File: src/rtl/hp_slot_pkg.sv
package hp_slot_pkg;

    typedef enum logic [1:0] {
        IND_RSVD  = 2'b00,
        IND_ON    = 2'b01,
        IND_BLINK = 2'b10,
        IND_OFF   = 2'b11
    } ind_t;

    typedef enum logic {
        ST_IDLE = 1'b0,
        ST_CMD  = 1'b1
    } cmd_state_t;

    localparam int REG_W = 16;
    localparam int N_EV  = 6;

    // status bit positions
    localparam int S_ABP  = 0;
    localparam int S_PDC  = 3;
    localparam int S_CC   = 4;
    localparam int S_PDS  = 6;
    localparam int S_EIS  = 7;

    // control bit positions
    localparam int C_HPIE = 5;
    localparam int C_AIL  = 6;
    localparam int C_PIL  = 8;
    localparam int C_PCC  = 10;
    localparam int C_EIC  = 11;

    localparam logic [REG_W-1:0] STS_EVENTS = 16'h011F;

    function automatic int ev_sts_bit(input int i);
        return (i == N_EV - 1) ? 8 : i;
    endfunction

    function automatic int ev_ctl_bit(input int i);
        return (i == N_EV - 1) ? 12 : i;
    endfunction

endpackage

File: src/rtl/hp_slot_cmd_fsm.sv
module hp_slot_cmd_fsm
    import hp_slot_pkg::*;
(
    input  logic clk,
    input  logic rst_n,
    input  logic ctl_wr_i,
    output logic apply_o
);

    cmd_state_t state_q, state_d;

    always_ff @(posedge clk) begin
        if (!rst_n) state_q <= ST_IDLE;
        else        state_q <= state_d;
    end

    always_comb begin
        state_d = state_q;
        unique case (state_q)
            ST_IDLE: if (ctl_wr_i) state_d = ST_CMD;
            ST_CMD:  state_d = ctl_wr_i ? ST_CMD : ST_IDLE;
            default: state_d = ST_IDLE;
        endcase
    end

    always_comb begin
        apply_o = (state_q == ST_CMD);
    end

    // a control write is always followed by a command-apply cycle
    p_cmd_follows_write_r7: assert property (@(posedge clk) disable iff (!rst_n)
        ctl_wr_i |=> apply_o);

endmodule

File: src/rtl/hp_slot_irq.sv
module hp_slot_irq
    import hp_slot_pkg::*;
#(
    parameter int VEC_W = 5
) (
    input  logic             clk,
    input  logic             rst_n,
    input  logic [REG_W-1:0] sts_i,
    input  logic [REG_W-1:0] ctl_i,
    input  logic             msg_mode_i,
    input  logic [VEC_W-1:0] vec_i,
    output logic             intx_o,
    output logic             msg_valid_o,
    output logic [VEC_W-1:0] msg_vec_o
);

    logic [N_EV-1:0] hits;

    for (genvar g = 0; g < N_EV; g++) begin : g_ev
        assign hits[g] = sts_i[ev_sts_bit(g)] & ctl_i[ev_ctl_bit(g)];
    end

    logic cond;
    assign cond = ctl_i[C_HPIE] & (|hits);

    logic             level_q;
    logic             msg_q;
    logic [VEC_W-1:0] vec_q;

    always_ff @(posedge clk) begin
        if (!rst_n) begin
            level_q <= 1'b0;
            msg_q   <= 1'b0;
            vec_q   <= '0;
        end else begin
            level_q <= cond;
            msg_q   <= msg_mode_i & (cond != level_q);
            if (cond != level_q) vec_q <= vec_i;
        end
    end

    assign intx_o      = level_q & ~msg_mode_i;
    assign msg_valid_o = msg_q;
    assign msg_vec_o   = vec_q;

    // the wire can only be high if interrupts were enabled a cycle earlier
    p_intx_needs_enable_r1: assert property (@(posedge clk) disable iff (!rst_n)
        intx_o |-> $past(ctl_i[C_HPIE]));

    // a message carries the vector presented in the cycle of the change
    p_msg_vector_r2: assert property (@(posedge clk) disable iff (!rst_n)
        msg_valid_o |-> (msg_vec_o == $past(vec_i)));

endmodule

File: src/rtl/hp_slot_ctrl.sv
module hp_slot_ctrl
    import hp_slot_pkg::*;
#(
    parameter int VEC_W   = 5,
    parameter bit PWR_CTL = 1'b1
) (
    input  logic             clk,
    input  logic             rst_n,
    input  logic             slot_populated_i,
    input  logic             wr_en_i,
    input  logic             wr_sel_i,
    input  logic [15:0]      wr_data_i,
    input  logic [1:0]       wr_be_i,
    input  logic             card_insert_i,
    input  logic             button_i,
    input  logic             unplug_req_i,
    input  logic             msg_mode_i,
    input  logic [VEC_W-1:0] vec_i,
    output logic [15:0]      ctl_o,
    output logic [15:0]      sts_o,
    output logic             slot_pwr_o,
    output logic             dll_active_o,
    output logic             intx_o,
    output logic             msg_valid_o,
    output logic [VEC_W-1:0] msg_vec_o,
    output logic             remove_o,
    output logic             unplug_err_o
);

    localparam logic [REG_W-1:0] CTL_WMASK = PWR_CTL ? 16'h17FF : 16'h13FF;

    logic [REG_W-1:0] ctl_q, sts_q;
    logic             dll_q, rm_pend_q, eic_pend_q, remove_q, err_q;
    logic             apply;

    // ---------------- write decode ----------------
    logic [REG_W-1:0] be_mask, ctl_new, ctl_rst;
    logic             ctl_wr, sts_wr, off_now, off_before, eic_hit;

    assign be_mask = {{8{wr_be_i[1]}}, {8{wr_be_i[0]}}};
    assign ctl_wr  = wr_en_i & ~wr_sel_i;
    assign sts_wr  = wr_en_i &  wr_sel_i;
    assign ctl_new = (ctl_q & ~(be_mask & CTL_WMASK)) | (wr_data_i & be_mask & CTL_WMASK);
    assign eic_hit = wr_data_i[C_EIC] & wr_be_i[1];

    function automatic logic slot_off(input logic [REG_W-1:0] c);
        return c[C_PCC] & (c[C_PIL+1:C_PIL] == IND_OFF);
    endfunction

    assign off_now    = slot_off(ctl_new);
    assign off_before = slot_off(ctl_q);

    always_comb begin
        ctl_rst = '0;
        ctl_rst[C_AIL+1:C_AIL] = IND_OFF;
        if (PWR_CTL) begin
            ctl_rst[C_PCC]         = ~slot_populated_i;
            ctl_rst[C_PIL+1:C_PIL] = slot_populated_i ? IND_ON : IND_OFF;
        end
    end

    // ---------------- unplug request ----------------
    logic refuse, un_rm, un_abp;
    assign refuse = (ctl_q[C_PIL+1:C_PIL] == IND_BLINK) | sts_q[S_EIS];
    assign un_rm  = ~refuse & off_before & sts_q[S_PDS];
    assign un_abp = ~refuse & ~un_rm;

    // ---------------- status next state ----------------
    logic [REG_W-1:0] sts_d;
    logic             dll_d, do_rm;

    assign do_rm = (apply & rm_pend_q & sts_q[S_PDS]) | (unplug_req_i & un_rm);

    always_comb begin
        sts_d = sts_q;
        dll_d = dll_q;
        if (sts_wr) sts_d = sts_d & ~(wr_data_i & be_mask & STS_EVENTS);
        if (apply & eic_pend_q) sts_d[S_EIS] = ~sts_q[S_EIS];
        if (apply) sts_d[S_CC] = 1'b1;
        if (button_i | (unplug_req_i & un_abp)) sts_d[S_ABP] = 1'b1;
        if (do_rm) begin
            sts_d[S_PDS] = 1'b0;
            sts_d[S_PDC] = 1'b1;
            dll_d        = 1'b0;
        end
        if (unplug_req_i & un_rm) sts_d[S_ABP] = 1'b0;
        if (card_insert_i & ~sts_q[S_PDS] & ~do_rm) begin
            sts_d[S_PDS] = 1'b1;
            sts_d[S_PDC] = 1'b1;
            sts_d[S_ABP] = 1'b1;
            dll_d        = 1'b1;
        end
    end

    // ---------------- registers ----------------
    always_ff @(posedge clk) begin
        if (!rst_n) begin
            ctl_q      <= ctl_rst;
            sts_q      <= '0;
            sts_q[S_PDS] <= PWR_CTL ? slot_populated_i : 1'b0;
            dll_q      <= PWR_CTL ? slot_populated_i : 1'b0;
            rm_pend_q  <= 1'b0;
            eic_pend_q <= 1'b0;
            remove_q   <= 1'b0;
            err_q      <= 1'b0;
        end else begin
            sts_q    <= sts_d;
            dll_q    <= dll_d;
            remove_q <= do_rm;
            err_q    <= unplug_req_i & refuse;
            if (ctl_wr) begin
                ctl_q      <= ctl_new;
                rm_pend_q  <= off_now & ~off_before;
                eic_pend_q <= eic_hit;
            end else if (apply) begin
                rm_pend_q  <= 1'b0;
                eic_pend_q <= 1'b0;
            end
        end
    end

    // ---------------- submodules ----------------
    hp_slot_cmd_fsm u_fsm (
        .clk      (clk),
        .rst_n    (rst_n),
        .ctl_wr_i (ctl_wr),
        .apply_o  (apply)
    );

    hp_slot_irq #(.VEC_W(VEC_W)) u_irq (
        .clk         (clk),
        .rst_n       (rst_n),
        .sts_i       (sts_q),
        .ctl_i       (ctl_q),
        .msg_mode_i  (msg_mode_i),
        .vec_i       (vec_i),
        .intx_o      (intx_o),
        .msg_valid_o (msg_valid_o),
        .msg_vec_o   (msg_vec_o)
    );

    assign ctl_o        = ctl_q;
    assign sts_o        = sts_q;
    assign dll_active_o = dll_q;
    assign slot_pwr_o   = PWR_CTL ? ~ctl_q[C_PCC] : 1'b1;
    assign remove_o     = remove_q;
    assign unplug_err_o = err_q;

    // command-completed is set after every apply cycle
    p_cc_after_cmd_r7: assert property (@(posedge clk) disable iff (!rst_n)
        apply |=> sts_q[S_CC]);

    // the removal strobe coincides with the removed-slot status
    p_removal_state_r6: assert property (@(posedge clk) disable iff (!rst_n)
        remove_o |-> (!sts_q[S_PDS] && sts_q[S_PDC] && !dll_active_o));

    // a removal is a single pulse
    p_removal_single_r6: assert property (@(posedge clk) disable iff (!rst_n)
        remove_o |=> !remove_o);

endmodule

File: config.mk
export PLATFORM = sky130hd
export DESIGN_NAME = hp_slot_ctrl
export DESIGN_NICKNAME = d
export VERILOG_FILES = /design/src/rtl/hp_slot_pkg.sv /design/src/rtl/hp_slot_cmd_fsm.sv /design/src/rtl/hp_slot_irq.sv /design/src/rtl/hp_slot_ctrl.sv
export SDC_FILE = /design/constraint.sdc
export NUM_CORES = 1
export LEC_CHECK = 0
export ABC_AREA = 1
export CORE_ASPECT_RATIO = 0.7
export CORE_UTILIZATION = 43
export CTS_CLUSTER_SIZE = 8
export DETAILED_ROUTE_END_ITERATION = 8
export HOLD_SLACK_MARGIN = 0.1
export PLACE_DENSITY = 0.91
export SYNTH_ARGS = -nofsm -noshare
export SYNTH_HDL_FRONTEND = slang
export SYNTH_SLANG_ARGS = --single-unit
File: constraint.sdc
create_clock -name clk -period 2.1 [get_ports clk]
set_input_delay 0.42 -clock clk [delete_from_list [all_inputs] [get_ports clk]]
set_output_delay 0.42 -clock clk [all_outputs]
set_load 0.005 [all_outputs]
* Word level (Yosys, flattened, before mapping)
Index checks and enable logic that the tools add are counted.
** Storage, ports and cells
- Flip-flop bits (word level) :: 45
- Output and inout port bits :: 43
- Word-level logic and storage cells :: 96
** Operators by class
- Equality and inequality tests :: 7
- Muxes and demuxes :: 21
- Bitwise gates (word level) :: 45
- Reduce and logical (&&, ||, !) cells :: 6
** Operator list (number)
- $and 16x16->16 :: 2
- $and 1x1->1 :: 26
- $mux 11 :: 2
- $mux 1 :: 16
- $not 13->16 :: 1
- $not 9->16 :: 1
- $or 16x13->16 :: 1
- $and 13x13->13 :: 1
- $not 1->1 :: 10
- $mux 8 :: 1
- $mux 7 :: 1
- $eq 2x2->1 const B :: 3
- $reduce_bool 2->1 :: 3
- $reduce_or 6->1 :: 1
- $ne 4x1->1 const B :: 1
- $reduce_bool 4->1 :: 1
- $ne 3x1->1 const B :: 1
- $or 1x1->1 :: 3
- $reduce_bool 3->1 :: 1
- $mux 2 :: 1
- $ne 2x1->1 const B :: 1
- $ne 1x1->1 :: 1

* Longest topological paths before layout
- Depth after elaboration :: 13
- Depth in mapped cells :: 9
- Gate-level depth less buffers :: 9

* By module
A second synthesis with hierarchy kept.
** Second synthesis, totals
- Cell total of the unflattened synthesis :: 215
- Area, all modules :: 1569.0 um^2
** Modules (own cells, without submodules)
- hp_slot_ctrl :: instances 1, cells each 156, area each 1173.6 um^2, seq. area each 550.5 um^2
- hp_slot_irq :: instances 1, cells each 56, area each 367.9 um^2, seq. area each 140.1 um^2
- hp_slot_cmd_fsm :: instances 1, cells each 3, area each 27.5 um^2, seq. area each 20.0 um^2

* Least setup slack after synthesis
No wires, ideal clock.
- Kind :: register -> register
- From :: register ctl_q[9], in the netlist ctl_o[9]
- To :: register sts_q[6], in the netlist sts_o[6] (enable)
- Setup time :: 0.295 ns
- Arrival :: 0.986 ns
- Setup slack :: 0.819 ns
- Stages on the path, launching flop included :: 6
- Buffers on the path :: 0
- Period minus slack after synthesis :: 1.281 ns
- Path through :: edfxtp_1 a21oi_1 nand4_1 nand2_1 inv_1 nand3_1
** On the way
- Longest elaborated chain between the ends :: 10
- Elaborated cells on any way between the ends :: 12
** RTL lines
- start: declaration :: line hp_slot_ctrl.sv:32 : logic [REG_W-1:0] ctl_q, sts_q;
- start signal: assignment :: line hp_slot_ctrl.sv:98 : ctl_q <= ctl_rst;
- start signal: assignment :: line hp_slot_ctrl.sv:112 : ctl_q <= ctl_new;
- $eq 2x2->1 :: line hp_slot_ctrl.sv:64 : assign refuse = (ctl_q[C_PIL+1:C_PIL] == IND_BLINK) | sts_q[S_EIS];
- $or 1x1->1 :: line hp_slot_ctrl.sv:64
- $not 1->1 :: line hp_slot_ctrl.sv:65 : assign un_rm = ~refuse & off_before & sts_q[S_PDS];
- $and 1x1->1 * (2 in a row) :: line hp_slot_ctrl.sv:65
- $and 1x1->1 * :: line hp_slot_ctrl.sv:72 : assign do_rm = (apply & rm_pend_q & sts_q[S_PDS]) | (unplug_req_i & un_rm);
- $or 1x1->1 * :: line hp_slot_ctrl.sv:72
- $not 1->1 :: line hp_slot_ctrl.sv:87 : if (card_insert_i & ~sts_q[S_PDS] & ~do_rm) begin
- $and 1x1->1 :: line hp_slot_ctrl.sv:87
- $ne 4x1->1 (no source line) *
- end signal: indexed assignment :: line hp_slot_ctrl.sv:100 : sts_q[S_PDS] <= PWR_CTL ? slot_populated_i : 1'b0;
- end signal: assignment :: line hp_slot_ctrl.sv:107 : sts_q <= sts_d;
- end: declaration :: line hp_slot_ctrl.sv:32
Mark *: on every way between the ends. The rest lies on a longest branch, timed or not.
A chain may end at the register's enable or synchronous reset.

* Worst setup path after layout
- From :: input port msg_mode_i
- To :: output port intx_o
** On the way
- Longest elaborated chain between the ends :: 2
** RTL lines
- start: declaration :: line hp_slot_ctrl.sv:17 : input logic msg_mode_i,
- $not 1->1 :: line hp_slot_irq.sv:42 : assign intx_o = level_q & ~msg_mode_i;
- $and 1x1->1 :: line hp_slot_irq.sv:42
- end: declaration :: line hp_slot_ctrl.sv:23 : output logic intx_o,
Every way passes these cells.

==> results.sh <==
export IMPL_status="complete, no violations"
export IMPL_die_area_um2=3784
export IMPL_worst_ep_arrival_time_ps=1450
export IMPL_reg2reg_to="sts_o[6]"
export IMPL_grt_pass1_wl_mm=6.375
export IMPL_drive_gt1_share_pct=8.000
export IMPL_hold_violations=0
export IMPL_netlist_instances=209
export IMPL_grt_remaining_overflow=0
export IMPL_grt_use_total_pct=22.81
export IMPL_fin_skew_ps=9.172
export IMPL_core_region_area_um2=3254
export IMPL_setup_viol=0
export IMPL_p_clk_share_pct=35.4
export IMPL_ir_worst_vdd_v=0.0004008
export IMPL_hold_class="reg2reg"
export IMPL_drtAntennaViolNets=0
export IMPL_cts_root_buf="clkbuf_8"
export IMPL_wire_per_inst_um=11.59
export IMPL_combPwrFrac_pct=15.0
export IMPL_crit_required_ps=1680
export IMPL_seqPwrFrac_pct=49.6
export IMPL_power_density_nw_per_um2=622.9
export IMPL_crit_path_max_fanout=2
export IMPL_clock_latency_ps=290
export IMPL_crit_top_cell="clkdlybuf4s50_1"
export IMPL_initial_utilization_pct=46.75
export IMPL_cp_depth=3
export IMPL_drc=0
export IMPL_clk_path_buf_depth=2
export IMPL_fp_row_count=17
export IMPL_path_buf_inv=2
export IMPL_avgSynthCellArea_um2=7.280
export IMPL_switchingPower_w=0.0003344
export IMPL_gp_congestion=0.7915
export IMPL_cts_inserted_buffers=5
export IMPL_post_route_min_period_ps=1867
export IMPL_yosys_warnings=0
export IMPL_report_final_slew_viol_count=0
export IMPL_die_y_um=51.77
export IMPL_wl_mm=3.732
export IMPL_io_pins=75
export IMPL_h_tree_depth=2
export IMPL_path_delay_family="buffers and inverters"
export IMPL_ys_seq_area_share_pct=46.71
export IMPL_synth_seq_cells=33
export IMPL_drtPass1Iterations=4
export IMPL_reg2reg_from="ctl_o[9]"
export IMPL_rsz0062_at_grt="false"
export IMPL_die_w_um=73.10
export IMPL_p_int_w=0.001049
export IMPL_dp_hpwl_mm=2.911
export IMPL_antenna_found_initial=0
export IMPL_fin_crit_sh_pct=88.92
export IMPL_reg2reg_slack_ps=720
export IMPL_dr_first_iter_drc_count=120
export IMPL_cts_tree="yes"
export IMPL_cp_start_kind="input pin"
export IMPL_netlist_area_um2=1521
export IMPL_ctsResizeCount=0
export IMPL_startpoint="msg_mode_i"
export IMPL_vias=1503
export IMPL_critPathCapture="intx_o"
export IMPL_crit_chain="clkdlybuf4s50_1 -> nor2_1 -> clkdlybuf4s50_1"
export IMPL_clock_sinks=33
export IMPL_fillerInstances=276
export IMPL_netlist_cell_type_count=23
export IMPL_clk_pin_slew_ps=60
export IMPL_antennaDiodeCount=0
export IMPL_crit_path_end_kind="output pin"
export IMPL_rr_worst_depth=5
export IMPL_grt_pass1_vias=1428
export IMPL_vias_per_cell=4.668
export IMPL_p_leak_nw=0.9585
export IMPL_fmax_mhz=535.5
export IMPL_numPortBuffers=59
export IMPL_switching_share_pct=24.17
export IMPL_cap_violations=0
export IMPL_power_w=0.001383
export IMPL_crit_type="in2out"
export IMPL_crit_slowest_cell="clkdlybuf4s50_1"
export IMPL_fin_tns_setup_ps=0
export IMPL_grt_max_degree=14
export IMPL_post_cts_repair_setup_buffers=0
export IMPL_fin_nets=306
export IMPL_syn_to_final_growth_pct=45.97
export IMPL_ctsHoldBuffers=0
export IMPL_slowest_delay_ps=510
## power by group through the flow
stage	logic [W]	registers, W	clock network, W
2_1_floorplan	0.0000959	0.000699	0
3_3_place_gp	0.000202	0.000699	0
3_5_place_dp	0.000206	0.000699	0
4_1_cts	0.000208	0.000686	0.000498
5_1_grt	0.000231	0.000689	0.000527
6_report	0.000208	0.000686	0.000489
## worst register-to-register path: stages (launching register included)
cell	delay, ps
edfxtp_1	420
a21oi_1	250
nand4_1	180
nand2_1	120
inv_1	70
nand3_1	70
## per-stage QoR
step	hold WS (ps)	setup WS (ps)	std cells	util [%]	instance area [um2]
after global routing	478.1	198.4	322	68.24	2221
after detailed placement	440.0	221.2	314	65.47	2131
after floorplan	441.5	819.3	220	-	1563
after global placement	439.2	237.6	314	65.47	2131
final	453.0	232.6	322	68.24	2221
after CTS	449.2	221.2	322	68.24	2221
## logic make-up after synthesis
family                    synth area share [%]
buffers and inverters                    12.75
DFF                                      46.71
other                                   0.2465
AOI/OAI and AO/OA                        7.319
xor gates and xnor gates                0.5758
and+or+nand+nor                          32.40
## synthesized netlist by cell type (all sizes together)
master | n | area [um2]
a21oi | 11 | 55.05
a31oi | 2 | 12.51
buf | 13 | 95.09
clkbuf | 2 | 8.750
conb | 1 | 3.750
dfxtp | 28 | 560.5
edfxtp | 5 | 150.1
inv | 24 | 90.08
nand2 | 61 | 241.5
nand3 | 19 | 95.09
nand4 | 2 | 12.51
nor2 | 31 | 133.9
nor3 | 1 | 10.01
o21a | 1 | 7.510
o21ai | 6 | 30.03
o22ai | 1 | 6.260
xor2 | 1 | 8.760
## cell usage in the layout (no fill, tap or decap), drive strengths merged, types with 5 or more instances in the layout
cell	n
nand3	19
clkdlybuf4s50	59
inv	24
edfxtp	5
o21ai	6
nand2	61
conb	12
nor2	31
clkbuf	8
a21oi	11
dfxtp	28
## how the worst min path moves through the flow
stage | to | slack (ps) | cells after the start | start
3_3_place_gp | sts_o[1] | 440 | 2 | sts_o[1]
4_1_cts | sts_o[1] | 450 | 2 | sts_o[1]
6_report | sts_o[1] | 450 | 2 | sts_o[1]
5_1_grt | sts_o[1] | 480 | 2 | sts_o[1]
3_5_place_dp | sts_o[1] | 440 | 2 | sts_o[1]
2_1_floorplan | sts_o[1] | 440 | 2 | sts_o[1]
## metal layers
| layer | GRT usage (%) | share of wire [%] | vias to the layer above |
|---|---|---|---|
| met5 | 0 | 0 | - |
| met4 | 10.78 | 1.4 | 0 |
| met3 | 6.589 | 8.1 | 7 |
| met2 | 34.41 | 43 | 61 |
| met1 | 30.02 | 47 | 670 |
| li1 | - | - | 765 |
## cell type report
class | instances | area (um2) | share of cell area, %
clock buffers | 8 | 90.09 | 4.056
repair buffers | 62 | 613.1 | 27.61
inverters | 24 | 90.09 | 4.056
well taps | 47 | 58.81 | 2.648
multi-input cells | 148 | 658.1 | 29.63
flip-flops and latches | 33 | 710.7 | 32.00
No activity file was read; power rests on OpenSTA's default activity.
